### src/rtl/qdec_pkg.sv
package qdec_pkg;

    typedef struct packed {
        logic a;
        logic b;
    } quad_t;

    typedef enum logic [1:0] {
        STEP_NONE = 2'd0,
        STEP_UP   = 2'd1,
        STEP_BAD  = 2'd2,
        STEP_DOWN = 2'd3
    } step_t;

    // Position of a {A,B} state around the cycle; the up direction counts upward
    function automatic logic [1:0] quad_phase(input quad_t q);
        return {q.b, q.a ^ q.b};
    endfunction

    // Phase difference decides the move: +1 up, -1 down, 2 both changed
    function automatic step_t classify(input quad_t prev, input quad_t cur);
        logic [1:0] d;
        d = quad_phase(cur) - quad_phase(prev);
        return step_t'(d);
    endfunction

endpackage

### src/rtl/qdec_sync.sv
module qdec_sync #(
    parameter int W      = 2,
    parameter int STAGES = 2
) (
    input  logic         clk,
    input  logic         rst,
    input  logic [W-1:0] din,
    output logic [W-1:0] dout
);
    logic [STAGES-1:0][W-1:0] pipe;

    always_ff @(posedge clk) begin
        if (rst) pipe[0] <= '0;
        else     pipe[0] <= din;
    end

    generate
        for (genvar s = 1; s < STAGES; s++) begin : g_stage
            always_ff @(posedge clk) begin
                if (rst) pipe[s] <= '0;
                else     pipe[s] <= pipe[s-1];
            end
        end
    endgenerate

    assign dout = pipe[STAGES-1];
endmodule

### src/rtl/qdec_filter.sv
module qdec_filter #(
    parameter int N = 4
) (
    input  logic clk,
    input  logic rst,
    input  logic din,
    output logic dout
);
    localparam int CW = (N > 1) ? $clog2(N) : 1;
    localparam logic [CW-1:0] LAST = CW'(N - 1);

    logic [CW-1:0] run_q;
    logic          lvl_q;

    always_ff @(posedge clk) begin
        if (rst) begin
            run_q <= '0;
            lvl_q <= 1'b0;
        end else if (din != lvl_q) begin
            if (run_q == LAST) begin
                lvl_q <= din;
                run_q <= '0;
            end else begin
                run_q <= run_q + 1'b1;
            end
        end else begin
            run_q <= '0;
        end
    end

    assign dout = lvl_q;


    filt_hold_chk: assert property (@(posedge clk) disable iff (rst)
        !$stable(lvl_q) |-> ($past(din) == lvl_q));
endmodule

### src/rtl/qdec_step.sv
module qdec_step
    import qdec_pkg::*;
(
    input  logic  clk,
    input  logic  rst,
    input  quad_t cur,
    output logic  up,
    output logic  dn,
    output logic  err
);
    quad_t prev_q;
    step_t kind;
    logic  up_q, dn_q, err_q;

    assign kind = classify(prev_q, cur);

    always_ff @(posedge clk) begin
        if (rst) begin
            prev_q <= '0;
            up_q   <= 1'b0;
            dn_q   <= 1'b0;
            err_q  <= 1'b0;
        end else begin
            prev_q <= cur;
            up_q   <= (kind == STEP_UP);
            dn_q   <= (kind == STEP_DOWN);
            err_q  <= err_q | (kind == STEP_BAD);
        end
    end

    assign up  = up_q;
    assign dn  = dn_q;
    assign err = err_q;


    no_both_chk: assert property (@(posedge clk) disable iff (rst) !(up_q && dn_q));

    up_single_chk: assert property (@(posedge clk) disable iff (rst) up_q |=> !up_q);

    dn_single_chk: assert property (@(posedge clk) disable iff (rst) dn_q |=> !dn_q);

    bad_no_pulse_chk: assert property (@(posedge clk) disable iff (rst)
        (cur.a != prev_q.a && cur.b != prev_q.b) |=> !(up_q || dn_q));

    err_sticky_chk: assert property (@(posedge clk) disable iff (rst) err_q |=> err_q);
endmodule

### src/rtl/qdec_x4.sv
module qdec_x4
    import qdec_pkg::*;
#(
    parameter int FILT_N  = 4,
    parameter int POS_W   = 16,
    parameter bit HAS_POS = 1'b1
) (
    input  logic             clk,
    input  logic             rst,
    input  logic             clr_pos,
    input  logic             enc_a,
    input  logic             enc_b,
    output logic             up_pulse,
    output logic             dn_pulse,
    output logic             seq_err,
    output logic [POS_W-1:0] position
);
    localparam int NCH = 2;

    logic [NCH-1:0] raw_v, sync_v, filt_v;
    quad_t          clean;

    assign raw_v = {enc_a, enc_b};

    qdec_sync #(.W(NCH), .STAGES(2)) u_sync (
        .clk (clk),
        .rst (rst),
        .din (raw_v),
        .dout(sync_v)
    );

    generate
        for (genvar c = 0; c < NCH; c++) begin : g_filt
            qdec_filter #(.N(FILT_N)) u_filt (
                .clk (clk),
                .rst (rst),
                .din (sync_v[c]),
                .dout(filt_v[c])
            );
        end
    endgenerate

    assign clean = quad_t'(filt_v);

    qdec_step u_step (
        .clk(clk),
        .rst(rst),
        .cur(clean),
        .up (up_pulse),
        .dn (dn_pulse),
        .err(seq_err)
    );

    generate
        if (HAS_POS) begin : g_pos
            logic [POS_W-1:0] pos_q;

            always_ff @(posedge clk) begin
                if (rst || clr_pos)  pos_q <= '0;
                else if (up_pulse)   pos_q <= pos_q + POS_W'(1);
                else if (dn_pulse)   pos_q <= pos_q - POS_W'(1);
            end

            assign position = pos_q;


            pos_up_chk: assert property (@(posedge clk) disable iff (rst)
                (up_pulse && !clr_pos) |=> (pos_q == $past(pos_q) + POS_W'(1)));

            pos_dn_chk: assert property (@(posedge clk) disable iff (rst)
                (dn_pulse && !clr_pos) |=> (pos_q == $past(pos_q) - POS_W'(1)));

            pos_clr_chk: assert property (@(posedge clk) disable iff (rst)
                clr_pos |=> (pos_q == '0));
        end else begin : g_nopos
            assign position = '0;
        end
    endgenerate
endmodule

### config.mk
export PLATFORM = sky130hd
export DESIGN_NAME = qdec_x4
export DESIGN_NICKNAME = d
export VERILOG_FILES = /design/src/rtl/qdec_pkg.sv /design/src/rtl/qdec_sync.sv /design/src/rtl/qdec_filter.sv /design/src/rtl/qdec_step.sv /design/src/rtl/qdec_x4.sv
export SDC_FILE = /design/constraint.sdc
export NUM_CORES = 1
export LEC_CHECK = 0
export BUFFER_PORTS_ARGS = -buffer_cell sky130_fd_sc_hd__buf_4
export CORE_ASPECT_RATIO = 0.5
export CORE_MARGIN = 5
export CORE_UTILIZATION = 50
export DETAILED_ROUTE_END_ITERATION = 8
export PLACE_DENSITY = 0.73
export SLEW_MARGIN = 20
export SYNTH_ARGS = -nofsm -noshare
export SYNTH_HDL_FRONTEND = slang
export SYNTH_SLANG_ARGS = --single-unit
### constraint.sdc
create_clock -name clk -period 2.3 [get_ports clk]
set_input_delay 0.115 -clock clk [delete_from_list [all_inputs] [get_ports clk]]
set_output_delay 0.115 -clock clk [all_outputs]
set_load 0.005 [all_outputs]
# Word level (Yosys, flattened, before mapping)
# Cells that the tools add are included.
[totals]
input_bits = 5
elab_cells = 37
reg_bits = 31
output_inout_bits = 19
[op_classes]
eq_ne = 7
n_bitwise = 5
muxes = 2
n_addsub = 5
n_reduce_logical = 6
[op_table]
columns = ["cell", "n"]
rows = [
  ["2-to-1 mux 16 bit", 2],
  ["adder 16 x 1 -> 16 bit, second input constant", 1],
  ["subtractor 16 x 1 -> 16 bit, second input constant", 1],
  ["equality test 2 bit, second input constant", 4],
  ["OR reduction 3 bit", 2],
  ["adder 2 x 1 -> 2 bit, second input constant", 2],
  ["AND reduction 2 bit", 2],
  ["equality test 2 x 1 -> 1 bit, second input constant", 1],
  ["!= test 1 bit", 2],
  ["inverter 1 bit", 2],
  ["nonzero test 2 bit", 1],
  ["subtractor 2 bit", 1],
  ["bitwise XOR 1 bit", 2],
  ["logical OR 1 bit", 1],
  ["OR 1 bit", 1],
]

# Depth between registers and ports, before layout
[depth]
ltp_word = 4
depth_mapped = 9
depth_no_buf = 8

# Hierarchy
# From an unflattened synthesis, not the netlist that was laid out.
[unflattened]
cells_unflattened = 200
hier_area_um2 = 1826.8
[by_module_without_submodules]
columns = ["module", "cells_per_inst", "seq_area_each_um2", "n_inst", "area_per_inst_um2"]
rows = [
  ["qdec_x4", 155, 320.3, 1, 1265.0],
  ["qdec_filter", 9, 60.1, 2, 116.4],
  ["qdec_step", 17, 100.1, 1, 209.0],
  ["qdec_sync", 10, 80.1, 1, 120.1],
]

# Worst setup path before layout
# No wires, ideal clock.
[synth_path]
path_kind = "register to register"
start = "reg u_step.up_q, in the netlist u_step.up"
end = "reg g_pos.pos_q[14], in the netlist position[14]"
stages_incl_launch_ff = 9
path_buffers = 0
arrival_ns = 2.116
path_slack_ns = 0.067
t_required_ns = 2.183
path_cell_list = "dfxtp_1 -> inv_1 -> ha_1 -> and2b_1 -> o2111ai_1 -> a21oi_1 -> o41ai_2 -> mux2i_1 -> nand2_1"
[synth_via]
elab_chain_cells = 1
elab_cells_between_ends = 2
[synth_lines]
columns = ["item", "line", "text"]
rows = [
  ["start, declared", "qdec_step.sv:13", "logic up_q, dn_q, err_q;"],
  ["start signal, assigned", "qdec_step.sv:25", "up_q <= (kind == STEP_UP);"],
  ["2-to-1 mux 16 bit or nonzero test 2 bit (tied branches)", "-", ""],
  ["end signal, assigned", "qdec_x4.sv:60", "else if (up_pulse) pos_q <= pos_q + POS_W'(1);"],
  ["end signal, assigned", "qdec_x4.sv:61", "else if (dn_pulse) pos_q <= pos_q - POS_W'(1);"],
  ["end, declared", "qdec_x4.sv:56", "logic [POS_W-1:0] pos_q;"],
]
# Parallel ways exist; a longest one is shown, timed or not.
# A chain may end at the register's enable or synchronous reset.

# Final worst setup path
[layout_path]
start = "reg u_step.up_q, in the netlist u_step.up"
end = "reg g_pos.pos_q[13], in the netlist position[13]"
# The elaborated chain is that of the path after synthesis.

==> results.json <==
{
  "dp_hpwl_um": 2850,
  "gp_congestion": 0.894,
  "avgSynthCellArea_um2": 8.55,
  "synthFlopType": "dfxtp_1",
  "ir_worst_vdd_uv": 330,
  "startpoint_type": "flip-flop",
  "netlist_instances": 212,
  "dr.pass1.iters": 4,
  "ff2ff_setup_slack_ns": 0.15,
  "fin_setup_tns_ns": 0,
  "vias_per_cell": 5.37,
  "pin_count": 24,
  "layout-area-overhead-vs-synth_pct": 22.6,
  "rsz0062_at_grt": "no",
  "design_area_mm2": 0.00222,
  "p_leak_nw": 0.978,
  "setup_viol": 0,
  "finalClockSkew_ns": 0.0111,
  "cp_data_required_time_ns": 2.49,
  "worst_pin_slew_ns": 0.529,
  "grt_util_met2_pct": 27.3,
  "cts.sink_count": 31,
  "grt_pass1_wl_um": 6550,
  "post-route-drc-count": 0,
  "critPathMaxFanout": 8,
  "place_inst": 286,
  "wl_um": 3850,
  "dieArea_mm2": 0.00500,
  "drt_iter0_drc": 71,
  "grt_use_met3_pct": 5.60,
  "clkLatencyLatePin_ns": 0.29,
  "critical_path_arrival_ns": 2.33,
  "synth-edff-count": 0,
  "hold_path_class": "primary input to flip-flop",
  "die_x_um": 95.2,
  "num_rows": 15,
  "yosysTopAreaCell": "dfxtp_1",
  "synth_top_area_share_pct": 34.2,
  "max_freq_ghz": 0.466,
  "synth.area.top_cells": "dfxtp_1, ha_1, nand2_1, a21oi_1, xnor2_1",
  "yosysMostFrequentCell": "dfxtp_1",
  "post_dp_cell_area_mm2": 0.00206,
  "power_density_mw_per_mm2": 496,
  "cap_violations": 0,
  "reg2reg_depth": 9,
  "cts_buffer_depth": 2,
  "n_antenna_cell": 0,
  "busiest_layer": "met2",
  "synth_nets": 235,
  "ys.warnings.count": 0,
  "hold_depth": 2,
  "finalMaxSlewViolations": 0,
  "critPathKind": "flip-flop to flip-flop",
  "instances_no_fill": 294,
  "die_height_um": 52.6,
  "grt_use_total_pct": 17.1,
  "met1_usage_pct": 21.8,
  "ys_seq_elements": 31,
  "io_buffer_count": 23,
  "ys_seq_area_share_pct": 34.2,
  "vias": 1579,
  "fin_crit_ns": 2.15,
  "cts.root.buffer_cell": "clkbuf_8",
  "drtAntennaViolNets": 0,
  "cts-htree-levels": 2,
  "tritoncts": "done",
  "numCtsBuffers": 5,
  "antenna_found_initial": 0,
  "fp.coreArea_mm2": 0.00347,
  "gr-total-overflow": 0,
  "hold_viol_final": 0,
  "async_flop_share_pct": 0,
  "fin_crit_sh_pct": 93.3,
  "nets": 265,
  "path_clk_slew_ns": 0.08,
  "drive_gt1_share_pct": 23.5,
  "end_kind": "flip-flop",
  "routedWlPerCell_um": 13.1,
  "initial_utilization_pct": 52.2,
  "status": "completed",
  "synth_cell_types": 49,
  "nFillCells": 296,
  "slew_headroom_pct": 64.6,
  "cts_hold_buf": 0,
  "grt_start_max_net_pins": 16,
  "synth_area_mm2": 0.00181,
  "grt_pass1_vias": 1458,
  "yosys-top-cells-count": "dfxtp_1, nand2_1, nor2_1"
}
stage by stage:
stage | hold WS (ns) | setup slack [ns] | util [%] | total power, mW
floorplan | 0.187 | 0.0665 | - | 0.567
global placement | 0.326 | 0.143 | 59.4 | 0.576
detailed placement | 0.337 | 0.0964 | 59.4 | 0.577
CTS | 0.0449 | 0.0546 | 62.7 | 1.12
global route | 0.0382 | 0.0117 | 64.0 | 1.15
finish | 0.0445 | 0.154 | 64.0 | 1.10
worst max-delay path: stages (launching register included):
cell     delay (ns)
dfxtp_1        0.39
inv_2          0.11
buf_4          0.19
ha_2           0.38
and2_1         0.17
nand3_1        0.14
o221a_2        0.29
o31ai_4        0.06
nor2_1         0.07
a221o_1        0.25
registers in the layout, summed over array words and instances (netlist names):
name	flops
position	16
u_step.prev_q	2
u_step.dn	1
u_sync.dout	2
u_sync.pipe	2
g_filt.u_filt.dout	2
g_filt.u_filt.run_q	4
u_step.err	1
u_step.up	1
metal layers:
layer  part of all wire, %  wire (um)
met1                    47       1830
met2                    47       1790
met3                   5.0        192
met4                  0.88         34
met5                     0          0
power breakdown:
part,switching (mW),leakage [nW],internal [mW]
registers,0.00165,0.251,0.541
clock network,0.216,0.0581,0.322
logic,0.0123,0.668,0.00902
path summary, 6_finish.rpt:
kind | from | end
hold / removal | enc_b | u_sync.pipe[0]
setup reg to reg | u_step.up | position[13]
hold reg to reg | g_filt[0].u_filt.run_q[0] | g_filt[0].u_filt.run_q[0]
setup / recovery | u_step.up | position[13]
layout by cell type (no fill, tap or decap), types with 3 or more instances in the layout:
cell,Yosys,layout
a21oi_1,20,17
a21oi_2,1,4
and2_1,3,3
buf_4,1,28
clkbuf_8,0,5
dfxtp_1,31,30
ha_1,17,12
ha_2,0,4
inv_1,6,5
mux2i_1,3,3
nand2_1,27,27
nand3_1,5,5
nor2_1,21,21
nor2b_1,7,7
nor3_1,5,5
o21a_1,3,3
o21ai_0,3,3
xnor2_1,10,10
xor2_1,4,4
timing repair:
action | in CTS | in global routing
setup buffers | 0 | 0
gates resized for setup | 0 | 13
endpoints found under the setup margin | 0 | 5
layout make-up:
type,instances,area (um^2),area share [%]
multi-input cells,170,1190,53.6
flip-flops and latches,31,622,28.0
repair buffers,28,210,9.46
clock buffers,5,68.8,3.10
well taps,51,63.8,2.87
clock inverters,3,43.8,1.97
inverters,6,22.5,1.01
cell families after synthesis:
family,Yosys count,share of synthesized area (%)
muxes,3,1.66
AOI/OAI and AO/OA,50,19.5
buffers and inverters,11,2.55
adders and majority gates,18,12.8
xor gates and xnor gates,14,6.76
DFF,31,34.2
and+or+nand+nor,85,22.4
Power figures use the tool's default switching activity.
